--- config.mk ---
export PLATFORM = sky130hd
export DESIGN_NAME = sap_port
export DESIGN_NICKNAME = d
export VERILOG_FILES = /design/src/rtl/sap_pkg.sv /design/src/rtl/sap_timing.sv /design/src/rtl/sap_tx.sv /design/src/rtl/sap_rx.sv /design/src/rtl/sap_port.sv
export SDC_FILE = /design/constraint.sdc
export NUM_CORES = 1
export LEC_CHECK = 0
export BUFFER_PORTS_ARGS = -buffer_cell sky130_fd_sc_hd__buf_2
export CAP_MARGIN = 40
export CORE_MARGIN = 1
export CORE_UTILIZATION = 41
export CTS_CLUSTER_DIAMETER = 30
export DETAILED_ROUTE_END_ITERATION = 8
export HOLD_SLACK_MARGIN = 0.02
export PLACE_DENSITY = 0.65
export SETUP_SLACK_MARGIN = 0.2
export SYNTH_ARGS = -nofsm -noshare
export SYNTH_HDL_FRONTEND = slang
export SYNTH_SLANG_ARGS = --single-unit
--- constraint.sdc ---
create_clock -name clk -period 3.1 [get_ports clk]
set_input_delay 0.155 -clock clk [delete_from_list [all_inputs] [get_ports clk]]
set_output_delay 0.155 -clock clk [all_outputs]
set_load 0.05 [all_outputs]
--- src/rtl/sap_pkg.sv ---
package sap_pkg;

    typedef enum logic [1:0] {
        FMT_ENH = 2'b00,
        FMT_64  = 2'b01,
        FMT_32  = 2'b10
    } sap_fmt_e;

    // status bit distances from the first trailer bit
    localparam int ST_IRQ_OFS = 0;
    localparam int ST_CEN_OFS = 8;
    localparam int ST_PEN_OFS = 9;
    localparam int ST_OVR_OFS = 10;

    function automatic sap_fmt_e sap_norm_fmt(input logic [1:0] sel);
        case (sel)
            2'b00:   return FMT_ENH;
            2'b10:   return FMT_32;
            default: return FMT_64;
        endcase
    endfunction

endpackage

--- src/rtl/sap_timing.sv ---
module sap_timing
    import sap_pkg::*;
#(
    parameter int SAMPLE_W = 16,
    localparam int FRAME_BITS = 4 * SAMPLE_W,
    localparam int CNT_W = $clog2(FRAME_BITS)
) (
    input  logic             clk,
    input  logic             rst_n,
    input  logic             tick_i,
    input  sap_fmt_e         fmt_new_i,
    output logic             sclk_o,
    output logic             fsync_o,
    output logic             fall_o,
    output logic             bnd_o,
    output logic             cap_o,
    output logic [CNT_W-1:0] bitn_o,
    output sap_fmt_e         fmt_o
);
    localparam logic [CNT_W-1:0] LAST_IDX = CNT_W'(FRAME_BITS - 1);
    localparam logic [CNT_W-1:0] HALF_IDX = CNT_W'(2 * SAMPLE_W);

    typedef struct packed {
        logic             ph;
        logic             sclk;
        logic             fsync;
        logic [CNT_W-1:0] bitn;
        sap_fmt_e         fmt;
    } tm_state_t;

    tm_state_t st_d, st_q;

    always_comb begin
        st_d = st_q;
        if (tick_i) begin
            st_d.ph = ~st_q.ph;
            if (!st_q.ph) begin
                // rising phase: stay low in the clockless half of compact layout
                st_d.sclk = !(st_q.fmt == FMT_32 && st_q.bitn >= HALF_IDX);
            end else begin
                st_d.sclk  = 1'b0;
                st_d.bitn  = (st_q.bitn == LAST_IDX) ? '0 : st_q.bitn + 1'b1;
                st_d.fsync = (st_d.bitn == LAST_IDX);
                if (st_q.bitn == LAST_IDX) begin
                    st_d.fmt = fmt_new_i;
                end
            end
        end
    end

    always_ff @(posedge clk or negedge rst_n) begin
        if (!rst_n) begin
            st_q <= '{ph: 1'b0, sclk: 1'b0, fsync: 1'b1, bitn: LAST_IDX, fmt: FMT_ENH};
        end else begin
            st_q <= st_d;
        end
    end

    assign sclk_o  = st_q.sclk;
    assign fsync_o = st_q.fsync;
    assign fall_o  = tick_i && st_q.ph;
    assign bnd_o   = tick_i && st_q.ph && (st_q.bitn == LAST_IDX);
    assign cap_o   = tick_i && !st_q.ph && (st_q.bitn < HALF_IDX);
    assign bitn_o  = st_q.bitn;
    assign fmt_o   = st_q.fmt;

    assert_sclk_on_tick_R2: assert property (@(posedge clk) disable iff (!rst_n)
        !$stable(sclk_o) |-> $past(tick_i));

    assert_fsync_on_tick_R3: assert property (@(posedge clk) disable iff (!rst_n)
        !$stable(fsync_o) |-> $past(tick_i));

    assert_compact_gate_R9: assert property (@(posedge clk) disable iff (!rst_n)
        (fmt_o == FMT_32 && bitn_o >= HALF_IDX) |-> !sclk_o);

    assert_fmt_hold_R11: assert property (@(posedge clk) disable iff (!rst_n)
        !$stable(fmt_o) |-> $past(bnd_o));

endmodule

--- src/rtl/sap_tx.sv ---
module sap_tx
    import sap_pkg::*;
#(
    parameter int SAMPLE_W = 16,
    localparam int TRAIL_W = 2 * SAMPLE_W,
    localparam int WORD_W = 4 * SAMPLE_W,
    localparam int CNT_W = $clog2(WORD_W)
) (
    input  logic                clk,
    input  logic                rst_n,
    input  logic                fall_i,
    input  logic                bnd_i,
    input  sap_fmt_e            fmt_new_i,
    input  logic [SAMPLE_W-1:0] left_i,
    input  logic [SAMPLE_W-1:0] right_i,
    input  logic                irq_i,
    input  logic                cen_i,
    input  logic                pen_i,
    input  logic                ovl_i,
    input  logic                ovr_i,
    input  logic [CNT_W-1:0]    bitn_i,
    input  sap_fmt_e            fmt_i,
    output logic                sdout_o
);
    localparam logic [CNT_W-1:0] HALF_IDX = CNT_W'(TRAIL_W);
    localparam logic [CNT_W-1:0] QUIET_IDX = CNT_W'(TRAIL_W + ST_OVR_OFS + 1);

    typedef struct packed {
        logic [WORD_W-1:0] word;
        logic              sdout;
    } tx_state_t;

    tx_state_t          st_d, st_q;
    logic [TRAIL_W-1:0] trail;
    logic [WORD_W-1:0]  fresh;

    always_comb begin
        trail = '0;
        if (fmt_new_i == FMT_ENH) begin
            trail[TRAIL_W-1-ST_IRQ_OFS] = irq_i;
            trail[TRAIL_W-1-ST_CEN_OFS] = cen_i;
            trail[TRAIL_W-1-ST_PEN_OFS] = pen_i;
            trail[TRAIL_W-1-ST_OVR_OFS] = ovl_i | ovr_i;
        end
        fresh = {left_i, right_i, trail};

        st_d = st_q;
        if (bnd_i) begin
            st_d.sdout = fresh[WORD_W-1];
            st_d.word  = fresh << 1;
        end else if (fall_i) begin
            st_d.sdout = st_q.word[WORD_W-1];
            st_d.word  = st_q.word << 1;
        end
    end

    always_ff @(posedge clk or negedge rst_n) begin
        if (!rst_n) begin
            st_q <= '0;
        end else begin
            st_q <= st_d;
        end
    end

    assign sdout_o = st_q.sdout;

    assert_silent_tail_R8: assert property (@(posedge clk) disable iff (!rst_n)
        (fmt_i != FMT_ENH && bitn_i >= HALF_IDX) |-> !sdout_o);

    assert_status_tail_zero_R7: assert property (@(posedge clk) disable iff (!rst_n)
        (fmt_i == FMT_ENH && bitn_i >= QUIET_IDX) |-> !sdout_o);

endmodule

--- src/rtl/sap_rx.sv ---
module sap_rx #(
    parameter int SAMPLE_W = 16
) (
    input  logic                clk,
    input  logic                rst_n,
    input  logic                cap_i,
    input  logic                bnd_i,
    input  logic                sdin_i,
    output logic [SAMPLE_W-1:0] left_o,
    output logic [SAMPLE_W-1:0] right_o,
    output logic                done_o
);
    typedef struct packed {
        logic [2*SAMPLE_W-1:0] sr;
        logic [SAMPLE_W-1:0]   left;
        logic [SAMPLE_W-1:0]   right;
        logic                  started;
        logic                  done;
    } rx_state_t;

    rx_state_t st_d, st_q;

    always_comb begin
        st_d      = st_q;
        st_d.done = 1'b0;
        if (cap_i) begin
            st_d.sr = {st_q.sr[2*SAMPLE_W-2:0], sdin_i};
        end
        if (bnd_i) begin
            st_d.started = 1'b1;
            if (st_q.started) begin
                st_d.left  = st_q.sr[2*SAMPLE_W-1:SAMPLE_W];
                st_d.right = st_q.sr[SAMPLE_W-1:0];
                st_d.done  = 1'b1;
            end
        end
    end

    always_ff @(posedge clk or negedge rst_n) begin
        if (!rst_n) begin
            st_q <= '0;
        end else begin
            st_q <= st_d;
        end
    end

    assign left_o  = st_q.left;
    assign right_o = st_q.right;
    assign done_o  = st_q.done;

    assert_done_single_R6: assert property (@(posedge clk) disable iff (!rst_n)
        done_o |=> !done_o);

endmodule

--- src/rtl/sap_port.sv ---
module sap_port
    import sap_pkg::*;
#(
    parameter int SAMPLE_W = 16,
    localparam int CNT_W = $clog2(4 * SAMPLE_W)
) (
    input  logic                clk,
    input  logic                rst_n,
    input  logic                bit_en,
    input  logic [1:0]          fmt_sel,
    input  logic [SAMPLE_W-1:0] tx_left,
    input  logic [SAMPLE_W-1:0] tx_right,
    input  logic                irq_flag,
    input  logic                cap_en,
    input  logic                play_en,
    input  logic                ovr_left,
    input  logic                ovr_right,
    input  logic                sdin,
    output logic                sclk,
    output logic                fsync,
    output logic                sdout,
    output logic [SAMPLE_W-1:0] rx_left,
    output logic [SAMPLE_W-1:0] rx_right,
    output logic                frame_done
);
    sap_fmt_e         fmt_new, fmt_cur;
    logic             fall_s, bnd_s, cap_s;
    logic [CNT_W-1:0] bitn;

    assign fmt_new = sap_norm_fmt(fmt_sel);

    sap_timing #(.SAMPLE_W(SAMPLE_W)) timing_i (
        .clk      (clk),
        .rst_n    (rst_n),
        .tick_i   (bit_en),
        .fmt_new_i(fmt_new),
        .sclk_o   (sclk),
        .fsync_o  (fsync),
        .fall_o   (fall_s),
        .bnd_o    (bnd_s),
        .cap_o    (cap_s),
        .bitn_o   (bitn),
        .fmt_o    (fmt_cur)
    );

    sap_tx #(.SAMPLE_W(SAMPLE_W)) tx_i (
        .clk      (clk),
        .rst_n    (rst_n),
        .fall_i   (fall_s),
        .bnd_i    (bnd_s),
        .fmt_new_i(fmt_new),
        .left_i   (tx_left),
        .right_i  (tx_right),
        .irq_i    (irq_flag),
        .cen_i    (cap_en),
        .pen_i    (play_en),
        .ovl_i    (ovr_left),
        .ovr_i    (ovr_right),
        .bitn_i   (bitn),
        .fmt_i    (fmt_cur),
        .sdout_o  (sdout)
    );

    sap_rx #(.SAMPLE_W(SAMPLE_W)) rx_i (
        .clk    (clk),
        .rst_n  (rst_n),
        .cap_i  (cap_s),
        .bnd_i  (bnd_s),
        .sdin_i (sdin),
        .left_o (rx_left),
        .right_o(rx_right),
        .done_o (frame_done)
    );

endmodule

==> impl.org <==
** Power and ir drop
- After layout, the design draws a total of 5.38 mW.
- Leakage power summed over all cells :: 3.27 nW
- For this design the ratio of total power to cell area is 813 nW/um2.
- Worst vdd ir :: 436 uV

** Placement
- Prior to clock tree synthesis, the placed netlist has a worst setup slack of approximately 0.82 ns.
- Cells after DPL :: 657
- Once placement finished, the instance area stood at ~5600 um2.
- Port buffering added 78 buffers.
- Detailed placement ended at an HPWL of around 5800 um.
- RD Place Congestion :: 0.774

** Clocking
- Reg clk slew, reported paths :: 0.06 ns
- The clock tree synthesis step divided the H-tree into 4 levels.
- Clock tree from TritonCTS :: done
- The clock passes through at most 2 buffers.
- Counting every sink on the clock net gives 120.
- Root Buffer Master :: sky130_fd_sc_hd__clkbuf_16
- Source-to-sink clock delay at the later pin of the worst-skew pair :: 0.41 ns
- Clock buffer count from CTS :: 17

** Critical path
- On the critical path, the stage with the largest delay is an instance of sky130_fd_sc_hd__dfstp_2.
- By startpoint and endpoint, the worst setup path is classified as flop to flop.
- Largest stage delay on the critical path :: 0.57 ns
- Along the worst path, the maximum fanout reaches 33.
- The signal on the critical path passes through ha_1 -> nand3_2 -> nor2_4 -> nand3_4 -> mux2_4.
- STA puts the critical path data required time at 3.39 ns.
- STA puts the critical path data arrival time at 2.54 ns.
- The worst setup path is launched from a flop.
- Worst Setup End Kind :: flop

** Global route
- In the global route stage, overall resource usage came out at 0.164.
- Maximum number of pins on one net before global-route repair :: 68
- Initial antenna violation count :: 0
- Number of global-route vias before repair :: about 3600
- Summed over all layers, the global routing overflow is 0.
- The first global-routing pass estimated 16900 um of wire.

** Drt
- Overall routed net length :: just under 10000 um
- Vias after detailed routing :: approximately 3600
- The first detailed-routing pass took 6 iterations.
- After the first detailed-routing iteration, the DRC count stood at 190.
- After detailed routing, the number of vias per cell comes to just under 5.
- Number of design rule violations left after detail routing :: 0
- Remaining antenna violation count after routing :: 0
- WL per Instance :: 13.4 um

** Final layout
- Synth-to-Final Area Change :: 24.8%
- The number of antenna diodes in the final layout is 0.
- Utilization after layout :: 0.525
- Number of nets in the finished design :: 588
- Final instance area :: 6630 um2
- The finished layout holds 727 standard cells, fillers aside.
- Most common library cell in the layout ignoring fill and taps :: sky130_fd_sc_hd__dfrtp_1
- Of the cells placed in the final design, the portion with a size suffix greater than 1 is 0.348.
- The top cell types in the final layout, fill and taps aside, are sky130_fd_sc_hd__dfrtp_1, sky130_fd_sc_hd__nand2_1, sky130_fd_sc_hd__buf_2.

** Timing
- Unrepaired setup endpoints after global routing :: false
- The hold violation total from the final report was 0.
- For the pin with the worst max-slew slack, the measured transition is 0.675 ns.
- Worst hold slack across all endpoints :: 0.0594 ns
- Clock Skew :: 0.00907 ns
- Number of slew-limit violations in the final report :: 0
- Peak Freq :: 0.443 GHz
- Crit path setup slack, layout :: 0.845 ns
- Summed over all failing endpoints, the final setup total negative slack is 0 ns.
- Final period util :: 0.727
- Final setup viols :: 0
- Worst slew margin :: 0.550
- After layout, the minimum clock period comes to 2.26 ns.

** Floorplanning
- Core box area :: around 13000 um2
- In this run the vertical extent of the chip is 116 um.
- Std cell rows :: between 40 and 50
- Horizontal extent of the die :: between 100 and 150 um
- Initial Utilization :: 0.421
- I/O pins :: 79
- Area enclosed by the die boundary :: 13400 um2

** Logic synthesis
- Most used flip-flop cell after synthesis :: sky130_fd_sc_hd__dfrtp_1
- Synthesis inferred 120 register bits.
- Synthesis produced a netlist whose cell count is 459.
- The synthesized netlist occupies a cell area of between 5000 and 6000 um2.
- Synth Area per Inst :: roughly 12 um2
- Sequential element share of the synthesized area :: 0.567
- Number of library cell types mapped by synthesis :: 33
- Post-synth EDFFs :: 0
- During synthesis, Yosys emitted a total of 0 warnings.
- Number of nets produced by synthesis :: about 500
- Async set-reset flop share out of synthesis :: 1.00

** Status
- Result of the run :: complete, no violations

** Run
- Max-capacitance violation count :: 0

** Min path
- The min-delay analysis places its worst path in the category input pin to flop.
==> worst max-delay path: cells and delay by family (launching register included) <==
family | cells | cell delay (ns)
and+or+nand+nor | 3 | 0.77
DFF | 1 | 0.57
muxes | 1 | 0.49
adders and majority gates | 1 | 0.29
==> where the power goes <==
part	internal, mW	total, mW	switching (mW)
Combinational	0.460	1.00	0.544
Sequential	1.99	2.27	0.280
Clock	1.40	2.11	0.710
Total	3.85	5.38	1.53
==> cell usage after synthesis, types with 2 or more instances <==
cell type | n | area (um2)
sky130_fd_sc_hd__buf_2 | 15 | 75.1
sky130_fd_sc_hd__clkbuf_1 | 7 | 26.3
sky130_fd_sc_hd__dfstp_2 | 7 | 184
sky130_fd_sc_hd__nor4_1 | 2 | 12.5
sky130_fd_sc_hd__nand2_1 | 87 | 327
sky130_fd_sc_hd__nand2b_1 | 3 | 18.8
sky130_fd_sc_hd__and2_1 | 2 | 12.5
sky130_fd_sc_hd__inv_1 | 6 | 22.5
sky130_fd_sc_hd__o31ai_1 | 2 | 15.0
sky130_fd_sc_hd__mux2_2 | 37 | 417
sky130_fd_sc_hd__nor2_1 | 41 | 154
sky130_fd_sc_hd__buf_4 | 32 | 240
sky130_fd_sc_hd__ha_1 | 3 | 37.5
sky130_fd_sc_hd__o21ai_0 | 13 | 65.1
sky130_fd_sc_hd__mux2_4 | 29 | 435
sky130_fd_sc_hd__nand3_1 | 4 | 20.0
sky130_fd_sc_hd__a221oi_1 | 3 | 26.3
sky130_fd_sc_hd__a21oi_1 | 2 | 10.0
sky130_fd_sc_hd__buf_6 | 3 | 33.8
sky130_fd_sc_hd__xnor2_1 | 3 | 26.3
sky130_fd_sc_hd__dfrtp_1 | 113 | 2830
sky130_fd_sc_hd__a31oi_1 | 34 | 213
==> final timing paths <==
path | cells past startpoint | start | slack, ns | to
worst max-delay path | 5 | timing_i.bitn_o[1] | 0.84 | rx_i.left_o[6]
worst min-delay path | 2 | fmt_sel[0] | 0.06 | timing_i.fmt_o[0]
worst max register to register | 5 | timing_i.bitn_o[1] | 0.84 | rx_i.left_o[6]
worst min register to register | 2 | tx_i.st_q[27] | 0.48 | tx_i.st_q[27]
max in group asynchronous | 3 | rst_n | 1.95 | timing_i.bitn_o[1]
min in group asynchronous | 2 | rst_n | 0.33 | rx_i.right_o[3]
==> timing repair <==
action,4_1_cts,5_1_grt
setup buffers,0,0
gates resized for setup,0,0
hold buffers,38,0
endpoints found under the hold margin,90,0
==> flip-flops by register name, summed over array words and instances, names as in the netlist, 2 cells and up <==
signal           count
timing_i.fmt_o       2
timing_i.bitn_o      6
rx_i.st_q           33
rx_i.left_o         16
rx_i.right_o        16
tx_i.st_q           42
==> layout make-up <==
cell class                      count  area [um2]
Fill cell                        1099        5990
Sequential cell                   120        3010
Multi-Input combinational cell    276        1910
Timing Repair Buffer              121         823
Clock buffer                       19         453
Tap cell                          172         215
Clock inverter                     13         194
Inverter                            6        22.5
==> per-layer routing <==
layer,wire (um),global-route usage
met1,4460,0.207
met2,4630,0.264
met3,458,0.0439
met4,187,0.0735
met5,0,0
==> logic make-up (layout without fill, tap and decap cells) <==
family                   Yosys count  in the layout  share of synthesized area
multiplexers                      66             66                      0.161
flip-flops                       120            120                      0.567
buffers and inverters             63            159                     0.0750
XOR/XNOR                           4              4                    0.00660
AO/OA/AOI/OAI                     58             58                     0.0688
AND/OR/NAND/NOR                  145            145                      0.115
adder cells (fa/ha/maj)            3              3                    0.00707
No activity file was read; power rests on OpenSTA's default activity.
